`src/rtl/pswal_pkg.sv`:
```
package pswal_pkg;

   // Reset defaults of the divider settings
   localparam int unsigned DEF_A_M1 = 12;   // A = 13
   localparam int unsigned DEF_B    = 4;
   localparam bit          DEF_P_HI = 1'b1; // 16/17 pair

   // Prescaler reload value: modulus minus one
   function automatic int unsigned span_load(input int unsigned lo_log2,
                                             input logic hi,
                                             input logic lng);
      int unsigned m;
      m = (32'd1 << (lo_log2 + (hi ? 1 : 0))) + (lng ? 1 : 0);
      return m - 1;
   endfunction

endpackage

```
`src/rtl/pswal_prescaler.sv`:
```
module pswal_prescaler #(
   parameter int unsigned LO_LOG2 = 3
) (
   input  logic clk_i,
   input  logic rst_i,
   input  logic ld_hi_i,    // pair for the next prescaler cycle
   input  logic ld_long_i,  // next prescaler cycle uses P+1
   output logic tc_o
);
   import pswal_pkg::*;

   localparam int unsigned HI_MOD = 1 << (LO_LOG2 + 1);
   localparam int unsigned CW     = $clog2(HI_MOD + 1);
   localparam int unsigned RST_LD = span_load(LO_LOG2, DEF_P_HI, (DEF_B != 0));

   logic [CW-1:0] span_q;
   logic [CW-1:0] span_ld;

   always_comb begin
      span_ld = CW'(span_load(LO_LOG2, ld_hi_i, ld_long_i));
   end

   assign tc_o = (span_q == '0);

   always_ff @(posedge clk_i) begin
      if (rst_i)
         span_q <= CW'(RST_LD);
      else if (tc_o)
         span_q <= span_ld;
      else
         span_q <= span_q - 1'b1;
   end

   a_r2_tc_isolated: assert property (@(posedge clk_i) disable iff (rst_i)
      tc_o |=> !tc_o);

   a_r2_span_bound: assert property (@(posedge clk_i) disable iff (rst_i)
      span_q <= CW'(HI_MOD));

endmodule

```
`src/rtl/pswal_count.sv`:
```
module pswal_count #(
   parameter int unsigned A_W = 9,
   parameter int unsigned B_W = 4
) (
   input  logic           clk_i,
   input  logic           rst_i,
   input  logic           tc_i,
   input  logic [A_W-1:0] a_ld_i,
   input  logic [B_W-1:0] b_ld_i,
   output logic           wrap_o,
   output logic           long_nxt_o
);
   import pswal_pkg::*;

   logic [A_W-1:0] a_rem_q;   // remaining prescaler cycles minus one
   logic [B_W-1:0] b_rem_q;   // remaining long cycles

   assign wrap_o = tc_i && (a_rem_q == '0);

   always_comb begin
      if (wrap_o)
         long_nxt_o = (b_ld_i != '0);
      else
         long_nxt_o = (b_rem_q > B_W'(1));
   end

   always_ff @(posedge clk_i) begin
      if (rst_i) begin
         a_rem_q <= A_W'(DEF_A_M1);
         b_rem_q <= B_W'(DEF_B);
      end else if (wrap_o) begin
         a_rem_q <= a_ld_i;
         b_rem_q <= b_ld_i;
      end else if (tc_i) begin
         a_rem_q <= a_rem_q - 1'b1;
         if (b_rem_q != '0)
            b_rem_q <= b_rem_q - 1'b1;
      end
   end

   a_r1_main_step: assert property (@(posedge clk_i) disable iff (rst_i)
      (tc_i && a_rem_q != '0) |=> (a_rem_q == $past(a_rem_q) - 1'b1));

   a_r2_swallow_drain: assert property (@(posedge clk_i) disable iff (rst_i)
      (tc_i && !wrap_o && b_rem_q != '0) |=> (b_rem_q == $past(b_rem_q) - 1'b1));

   a_r4_swallow_floor: assert property (@(posedge clk_i) disable iff (rst_i)
      (!wrap_o && b_rem_q == '0) |=> (b_rem_q == '0));

   a_r2_idle_between: assert property (@(posedge clk_i) disable iff (rst_i)
      !tc_i |=> ($stable(a_rem_q) && $stable(b_rem_q)));

endmodule

```
`src/rtl/pswal_cfg.sv`:
```
module pswal_cfg #(
   parameter int unsigned A_HI_W  = 5,
   parameter int unsigned A_LO_W  = 4,
   parameter int unsigned B_W     = 4,
   parameter int unsigned LO_LOG2 = 3,
   parameter bit          CLAMP   = 1'b1,
   localparam int unsigned A_W    = A_HI_W + A_LO_W
) (
   input  logic              clk_i,
   input  logic              rst_i,
   input  logic              wrap_i,
   input  logic [A_HI_W-1:0] a_hi_i,
   input  logic [A_LO_W-1:0] a_lo_i,
   input  logic [B_W-1:0]    b_i,
   input  logic              psel_i,
   output logic              p_hi_q_o,
   output logic              hi_nxt_o,
   output logic [A_W-1:0]    a_nxt_o,
   output logic [B_W-1:0]    b_nxt_o
);
   import pswal_pkg::*;

   localparam int unsigned LO_MOD = 1 << LO_LOG2;

   logic [B_W-1:0] b_lim;

   assign a_nxt_o  = {a_hi_i, a_lo_i};
   assign b_lim    = psel_i ? B_W'(2 * LO_MOD - 1) : B_W'(LO_MOD - 1);
   assign hi_nxt_o = wrap_i ? psel_i : p_hi_q_o;

   generate
      if (CLAMP) begin : g_sat
         assign b_nxt_o = (b_i > b_lim) ? b_lim : b_i;
      end else begin : g_mask
         assign b_nxt_o = b_i & b_lim;
      end
   endgenerate

   always_ff @(posedge clk_i) begin
      if (rst_i)
         p_hi_q_o <= DEF_P_HI;
      else if (wrap_i)
         p_hi_q_o <= psel_i;
   end

   a_r7_pair_held: assert property (@(posedge clk_i) disable iff (rst_i)
      !wrap_i |=> $stable(p_hi_q_o));

   a_r3_swallow_limit: assert property (@(posedge clk_i) disable iff (rst_i)
      (!psel_i) |-> (b_nxt_o < B_W'(LO_MOD)));

endmodule

```
`src/rtl/pswal_fbdiv.sv`:
```
module pswal_fbdiv #(
   parameter int unsigned A_HI_W  = 5,
   parameter int unsigned A_LO_W  = 4,
   parameter int unsigned B_W     = 4,
   parameter int unsigned LO_LOG2 = 3,
   parameter bit          CLAMP   = 1'b1
) (
   input  logic              clk_i,
   input  logic              rst_i,
   input  logic [A_HI_W-1:0] a_hi_i,
   input  logic [A_LO_W-1:0] a_lo_i,
   input  logic [B_W-1:0]    swallow_i,
   input  logic              psel_i,
   output logic              pulse_o
);
   localparam int unsigned A_W = A_HI_W + A_LO_W;

   generate
      if (LO_LOG2 < 1) begin : g_bad_lo
         $error("LO_LOG2 must be at least 1");
      end
      if (B_W < LO_LOG2 + 1) begin : g_bad_b
         $error("B_W too narrow for the high prescaler pair");
      end
      if (A_W < 4) begin : g_bad_a
         $error("main field too narrow for the reset default");
      end
   endgenerate

   logic           tc;
   logic           wrap;
   logic           long_nxt;
   logic           p_hi_q;
   logic           hi_nxt;
   logic [A_W-1:0] a_nxt;
   logic [B_W-1:0] b_nxt;

   pswal_cfg #(
      .A_HI_W (A_HI_W),
      .A_LO_W (A_LO_W),
      .B_W    (B_W),
      .LO_LOG2(LO_LOG2),
      .CLAMP  (CLAMP)
   ) u_cfg (
      .clk_i   (clk_i),
      .rst_i   (rst_i),
      .wrap_i  (wrap),
      .a_hi_i  (a_hi_i),
      .a_lo_i  (a_lo_i),
      .b_i     (swallow_i),
      .psel_i  (psel_i),
      .p_hi_q_o(p_hi_q),
      .hi_nxt_o(hi_nxt),
      .a_nxt_o (a_nxt),
      .b_nxt_o (b_nxt)
   );

   pswal_count #(
      .A_W(A_W),
      .B_W(B_W)
   ) u_count (
      .clk_i     (clk_i),
      .rst_i     (rst_i),
      .tc_i      (tc),
      .a_ld_i    (a_nxt),
      .b_ld_i    (b_nxt),
      .wrap_o    (wrap),
      .long_nxt_o(long_nxt)
   );

   pswal_prescaler #(
      .LO_LOG2(LO_LOG2)
   ) u_pre (
      .clk_i    (clk_i),
      .rst_i    (rst_i),
      .ld_hi_i  (hi_nxt),
      .ld_long_i(long_nxt),
      .tc_o     (tc)
   );

   always_ff @(posedge clk_i) begin
      if (rst_i)
         pulse_o <= 1'b0;
      else
         pulse_o <= wrap;
   end

   a_r5_one_wide: assert property (@(posedge clk_i) disable iff (rst_i)
      pulse_o |=> !pulse_o);

   a_r6_quiet_in_reset: assert property (@(posedge clk_i)
      rst_i |=> !pulse_o);

   a_r7_pair_switch_on_pulse: assert property (@(posedge clk_i) disable iff (rst_i)
      (p_hi_q != $past(p_hi_q)) |-> pulse_o);

endmodule

```
`config.mk`:
```
export PLATFORM = sky130hd
export DESIGN_NAME = pswal_fbdiv
export DESIGN_NICKNAME = d
export VERILOG_FILES = /design/src/rtl/pswal_pkg.sv /design/src/rtl/pswal_prescaler.sv /design/src/rtl/pswal_count.sv /design/src/rtl/pswal_cfg.sv /design/src/rtl/pswal_fbdiv.sv
export SDC_FILE = /design/constraint.sdc
export NUM_CORES = 1
export LEC_CHECK = 0
export ABC_AREA = 1
export ABC_CLOCK_PERIOD_IN_PS = 3100
export BUFFER_PORTS_ARGS = -buffer_cell sky130_fd_sc_hd__buf_2
export CELL_PAD_IN_SITES_DETAIL_PLACEMENT = 1
export CELL_PAD_IN_SITES_GLOBAL_PLACEMENT = 1
export CORE_ASPECT_RATIO = 0.7
export CORE_MARGIN = 5
export CORE_UTILIZATION = 46
export CTS_BUF_LIST = sky130_fd_sc_hd__clkbuf_4
export DETAILED_ROUTE_END_ITERATION = 10
export PLACE_DENSITY_LB_ADDON = 0.2
export REMOVE_ABC_BUFFERS = 1
export SETUP_SLACK_MARGIN = 0.5
export SLEW_MARGIN = 20
export SYNTH_ARGS = -nofsm -noshare
export SYNTH_HDL_FRONTEND = slang
export SYNTH_HIERARCHICAL = 1
export SYNTH_SLANG_ARGS = --single-unit
```
`constraint.sdc`:
```
create_clock -name clk_i -period 3.1 [get_ports clk_i]
set_input_delay 0.155 -clock clk_i [delete_from_list [all_inputs] [get_ports clk_i]]
set_output_delay 0.155 -clock clk_i [all_outputs]
set_load 0.01 [all_outputs]
```
==> impl_metrics.csv, run 1 <==
group,metric,value,unit
clock_network,cts.reportedPaths.clkPinSlew,130,ps
sta,holdWs,78.1,ps
final_layout,drive_gt1_share,23.2,%
routing,first_pass_iters,4,
setup_path,r2r_end,"u_pre/span_q[3]",
synthesis,yosys_warnings,6,
routing,routed_wl,3.64,mm
synthesis,synth_top_area_share,28.3,%
setup_path,cp_max_fo,12,
die,initial_utilization,49.4,%
synthesis,avgSynthCellArea,6.80,um2
routing,first_iter_violations,76,
sta,finalCriticalPeriod,2290,ps
min_path,min-delay-start,"a_lo_i[3]",
sta,maxSlewHeadroom,73.8,%
clock_network,htreeDepth,1,
power,ir_drop,0.000316,V
routing,drc_errors,0,
grt,grt_pass1_wl,6.07,mm
setup_path,worst_setup_path_end_kind,"register",
synthesis,synth_area_leader_cell,"dfxtp_1",
clock_network,clk_latency,320,ps
grt,grt_pass1_vias,1330,
synthesis,synth_cell_types,29,
sta,hold_violations,0,
grt,grt_max_degree,20,
placed_design,place_area,1450,um2
sta,fin_tns_setup,0,ps
final_layout,final_cells,256,
synthesis,synthCells,208,
power,p_leak,0.730,nW
setup_path,r2r-start,"u_pre/span_q[0]",
setup_path,path_class,"reg -> reg",
routing,vias,1358,
synthesis,synth_edf_count,0,
outcome,outcome,"completed",
run,max-cap-violations,0,
clock_network,cts_buffer_depth,2,
sta,fin_skew,13.8,ps
min_path,worstHoldPathType,"in -> reg",
synthesis,synth_area_leaders,"dfxtp_1, nand2_1, inv_1",
final_layout,diodes,0,
clock_network,cts_root_buf,"clkbuf_4",
setup_path,required,3320,ps
synthesis,synthTopCellsByCount,"nand2_1, inv_1, dfxtp_1",
die,die_h,56.4,um
routing,postRouteAntennaNets,0,
placed_design,routabilityCongestion,0.886,
sta,fmax,436,MHz
synthesis,synthFlopType,"dfxtp_1",
final_layout,area_growth,6.90,%
min_path,holdPathStages,3,
final_layout,final_nets,243,
die,ioPinCount,17,
die,num_rows,16,
setup_path,startpoint_type,"register",
synthesis,async_reset_ff_share,0,%
power,power.density,588,nW/um2
grt,antenna_found_initial,0,
synthesis,synth_most_common_cell,"nand2_1",
sta,rsz0062_at_grt,"false",
routing,wl_per_cell,14.2,um
sta,slew_viol_final,0,
setup_path,regToRegSetupSlack,810,ps
final_layout,fin_area,1510,um2
clock_network,tritoncts,"yes",
grt,grt_overflow,0,
synthesis,ys_ff_latch,20,
placed_design,io_buffers,16,
synthesis,yosysSeqAreaShare,28.3,%
placed_design,dp.cells,248,
die,dieArea,4300,um2
die,die_w,76.3,um
sta,tightestPinTransition,392,ps
final_layout,fill_cells,398,
die,core,2860,um2
synthesis,netlist_area,1410,um2
min_path,min_to,"u_count/a_rem_q[3]",
clock_network,clkSinkCount,20,
sta,setup_viol,0,
grt,grt_use_total,16.8,%
setup_path,cp.arrival,2510,ps
routing,drt-vias-per-instance,5.30,
clock_network,cts_buffers,3,
sta,fin_crit_sh,73.9,%
clock_network,ctsHoldBuffers,0,
placed_design,hpwl,2.82,mm
setup_path,reg2regPathDepth,14,
## critical path: stages (launching register included)
cell and delay (ps):
dfxtp_1 320, inv_1 110, ha_2 250, nand3_2 130, inv_1 90, nand2_1 80, nor2_4 170, nand3_4 190
nor2_1 190, a22oi_1 120, ha_1 290, inv_1 60, nand4_1 90, nand2_1 70, nor2_1 40
## state kept, by name, indices dropped and copies added, names as in the netlist
register	flops
pulse_o	1
u_cfg/p_hi_q_o	1
u_count/a_rem_q	9
u_count/b_rem_q	4
u_pre/span_q	5
## worst max path at each step
stage | from | to | slack, ps
floorplan | u_pre/span_q[0] | u_pre/span_q[3] | 750
global placement | u_pre/span_q[0] | u_pre/span_q[3] | 790
detailed placement | u_pre/span_q[0] | u_pre/span_q[3] | 620
CTS | u_pre/span_q[0] | u_pre/span_q[3] | 600
global route | u_pre/span_q[0] | u_pre/span_q[3] | 530
finish | u_pre/span_q[0] | u_pre/span_q[3] | 810
## per-stage QoR
step           setup WS [ps]  total power, mW  util, %
2_1_floorplan            750            0.647        -
3_3_place_gp             791            0.725     50.5
3_5_place_dp             624            0.758     50.5
4_1_cts                  602            0.891     51.4
5_1_grt                  531            0.975     52.8
6_report                 809            0.889     52.8
## kinds of logic after synthesis
family                   Yosys count  share of synthesized area [%]
adder cells (fa/ha/maj)            6                           5.31
XOR/XNOR                           2                           1.24
buffers and inverters             50                           17.0
AND/OR/NAND/NOR                   96                           34.5
flip-flops                        20                           28.3
AO/OA/AOI/OAI                     34                           13.6
## area by class of cell
| class | instances | area, um2 | share of cell area [%] |
|---|---|---|---|
| multi-input combinational | 138 | 783 | 51.8 |
| sequential | 20 | 400 | 26.5 |
| inverter | 37 | 139 | 9.19 |
| timing repair buffer | 21 | 118 | 7.78 |
| tap | 36 | 45.0 | 2.98 |
| clock buffer | 3 | 22.5 | 1.49 |
| clock inverter | 1 | 3.75 | 0.248 |
## cell usage in the layout, fill, tap and decap left out, types with 4 or more instances in the layout
cell type  instances
inv_1             31
a21oi_1           16
buf_4              5
nand2_1           43
inv_2              6
o21ai_0            8
ha_1               5
nor2_4             4
nand3_1           12
buf_2             16
dfxtp_1           20
nor2_1            15
## timing repair
action / 4_1_cts / 5_1_grt
setup buffers: 0 / 4
resized for setup: 0 / 2
setup endpoints to repair: 0 / 4
## layer usage
layer	global-route usage (%)	share of wire, %	up-vias
li1	-	-	679
met1	22.3	47	652
met2	28.2	49	23
met3	4.15	3.7	4
met4	2.24	0.85	0
met5	0	0	-
## power breakdown
| group | switching, mW | internal, mW | total, mW |
|---|---|---|---|
| registers | 0.0432 | 0.312 | 0.355 |
| logic | 0.253 | 0.145 | 0.398 |
| clock network | 0.0886 | 0.0471 | 0.136 |
| total | 0.384 | 0.504 | 0.889 |
Power figures use the tool's default switching activity.
==> run 2: changes to the inputs <==
--- a/config.mk
+++ b/config.mk
@@ -6,13 +6,13 @@
 export NUM_CORES = 1
 export LEC_CHECK = 0
 export ABC_AREA = 1
-export ABC_CLOCK_PERIOD_IN_PS = 3100
+export ABC_CLOCK_PERIOD_IN_PS = 2000
 export BUFFER_PORTS_ARGS = -buffer_cell sky130_fd_sc_hd__buf_2
 export CELL_PAD_IN_SITES_DETAIL_PLACEMENT = 1
 export CELL_PAD_IN_SITES_GLOBAL_PLACEMENT = 1
 export CORE_ASPECT_RATIO = 0.7
 export CORE_MARGIN = 5
-export CORE_UTILIZATION = 46
+export CORE_UTILIZATION = 38
 export CTS_BUF_LIST = sky130_fd_sc_hd__clkbuf_4
 export DETAILED_ROUTE_END_ITERATION = 10
 export PLACE_DENSITY_LB_ADDON = 0.2
==> constraint.sdc (replaced) <==
create_clock -name clk_i -period 2 [get_ports clk_i]
set_input_delay 0.1 -clock clk_i [delete_from_list [all_inputs] [get_ports clk_i]]
set_output_delay 0.1 -clock clk_i [all_outputs]
set_load 0.01 [all_outputs]
==> run 2 against run 1 <==
Compared with the run above:
- setup slack lost 810 ps
- sequential share of layout area decreased by 4.8 points
- non-clock buffer count rose by 23
- die area is 18% higher
- clock power up 55%
- hold slack worse by 54 ps
- clock skew shrank 4.7 ps
- largest power group unchanged
- power increased by 88%
- utilization is 0.55 points lower
==> impl_metrics.csv, run 2 (synthesis gave the netlist of run 1 again) <==
group,metric,value,unit
sta,slew_viol_final,0,
grt,grt_use_total,16.9,%
sta,fin_crit_sh,99.8,%
die,dieArea,5060,um2
die,num_rows,18,
setup_path,critPathTopFamily,"simple AND/OR/NAND/NOR gates",
die,die_h,61.0,um
routing,wl_per_cell,14.8,um
setup_path,critPathCapture,"u_pre/span_q[3]",
placed_design,place_area,1510,um2
power,power.density,899,nW/um2
grt,grt_overflow,0,
placed_design,routabilityCongestion,0.894,
clock_network,cts.reportedPaths.clkPinSlew,130,ps
grt,antenna_found_initial,0,
routing,first_pass_iters,4,
setup_path,cp_slowest_cell,"dfxtp_2",
placed_design,io_buffers,16,
final_layout,diodes,0,
routing,vias,1440,
sta,fmax,501,MHz
clock_network,cts_buffers,3,
grt,grt_max_degree,20,
power,power,1.67,mW
routing,first_iter_violations,28,
setup_path,reg2regPathDepth,15,
setup_path,path_class,"reg -> reg",
clock_network,clkSinkCount,20,
grt,grt_pass1_vias,1542,
final_layout,area_growth,31.5,%
setup_path,r2r-start,"u_pre/span_q[0]",
die,initial_utilization,39.7,%
routing,drc_errors,0,
min_path,worstHoldPathType,"in -> reg",
final_layout,final_nets,266,
sta,holdWs,24.5,ps
power,ir_drop,0.000599,V
final_layout,largest-register,"u_count/a_rem_q",
routing,routed_wl,4.35,mm
clock_network,ctsHoldBuffers,0,
setup_path,required,2220,ps
outcome,outcome,"completed",
die,core,3560,um2
setup_path,cp.arrival,2210,ps
clock_network,cts_buffer_depth,2,
setup_path,regToRegSetupSlack,3,ps
sta,rsz0062_at_grt,"true",
clock_network,cts_root_buf,"clkbuf_4",
sta,setup_viol,0,
die,die_w,82.9,um
sta,fin_skew,9.10,ps
final_layout,drive_gt1_share,40.3,%
final_layout,reg_top3,"u_count/a_rem_q x9, u_pre/span_q x5, u_count/b_rem_q x4",
clock_network,clk_latency,320,ps
setup_path,cp_max_fo,4,
power,p_leak,0.865,nW
setup_path,startpoint_type,"register",
placed_design,hpwl,2.80,mm
clock_network,tritoncts,"yes",
final_layout,layout_commonest_cell,"nand2_1",
setup_path,crit_path_max_incr_delay,340,ps
sta,maxSlewHeadroom,73.1,%
routing,postRouteAntennaNets,0,
sta,tightestPinTransition,404,ps
routing,drt-vias-per-instance,4.91,
die,ioPinCount,17,
final_layout,fin_area,1860,um2
sta,finalCriticalPeriod,2000,ps
grt,grt_pass1_wl,6.90,mm
setup_path,path_depth,15,
setup_path,worst_setup_path_end_kind,"register",
setup_path,r2r_end,"u_pre/span_q[3]",
setup_path,crit_start,"u_pre/span_q[0]",
final_layout,final_cell_mix,"nand2_1, inv_1, buf_4",
final_layout,largest_reg_flops,9,
sta,hold_violations,0,
setup_path,crit_path_cell_trace,"inv_2 -> ha_4 -> nand3_4 -> inv_2 -> nand2_2 -> nor2_4 -> nand2_4 -> nor2_4 -> nor2_2 -> a21oi_2 -> ha_1 -> inv_1 -> nand4_1 -> nand2_1 -> nor2_1",
run,max-cap-violations,0,
setup_path,cp.buffers_inverters,3,
clock_network,htreeDepth,1,
run 2: layer usage:
| layer | part of all wire [%] | global-route usage [%] | vias up |
|---|---|---|---|
| met1 | 45 | 20.2 | 698 |
| met3 | 2.7 | 4.14 | 4 |
| met2 | 51 | 31.8 | 17 |
| li1 | - | - | 721 |
| met4 | 0.71 | 3.03 | 0 |
| met5 | 0 | 0 | - |
run 2: power breakdown:
group / total, mW / switching [mW] / internal, mW / leakage [nW]
sequential: 0.562 / 0.0743 / 0.488 / 0.164
combinational: 0.897 / 0.527 / 0.371 / 0.685
clock: 0.211 / 0.138 / 0.0731 / 0.0154
total: 1.67 / 0.739 / 0.932 / 0.865
run 2: cell type report:
type                       count  area [um2]
clock buffer                   3        22.5
fill                         482        1700
sequential                    20         404
tap                           50        62.6
multi-input combinational    138         893
timing repair buffer          44         332
inverter                      37         141
clock inverter                 1        3.75
run 2: tightest hold or removal path: cells and delay by family:
kind	cells	cell delay, ps
AND/OR/NAND/NOR	1	70
AO/OA/AOI/OAI	1	70
buffers and inverters	1	80
run 2: repair_timing:
item / CTS / global route
hold endpoints to repair: 0 / 0
buffers inserted: 9 / 12
pin swaps: 12 / 13
setup endpoints to repair: 19 / 20
gates resized for setup: 26 / 23
run 2: through the flow:
stage          cells  setup TNS [ps]  utilization [%]  setup slack (ps)
5_1_grt          293            -167             52.3             -84.5
3_3_place_gp     268               0             42.4              59.5
6_report         293               0             52.3              3.14
4_1_cts          281               0             47.7              70.7
2_1_floorplan    195            -909                -              -350
3_5_place_dp     268           -61.1             42.4             -61.1
run 2: worst min-delay path by stage:
stage              start                 end  slack (ps)  cells past startpoint
5_1_grt        a_hi_i[4]  u_count/a_rem_q[8]          30                      3
3_3_place_gp   a_lo_i[3]  u_count/a_rem_q[3]         340                      3
6_report       a_lo_i[3]  u_count/a_rem_q[3]          20                      3
2_1_floorplan      rst_i             pulse_o         170                      1
3_5_place_dp   a_lo_i[3]  u_count/a_rem_q[3]         370                      3
4_1_cts        a_hi_i[4]  u_count/a_rem_q[8]          20                      3
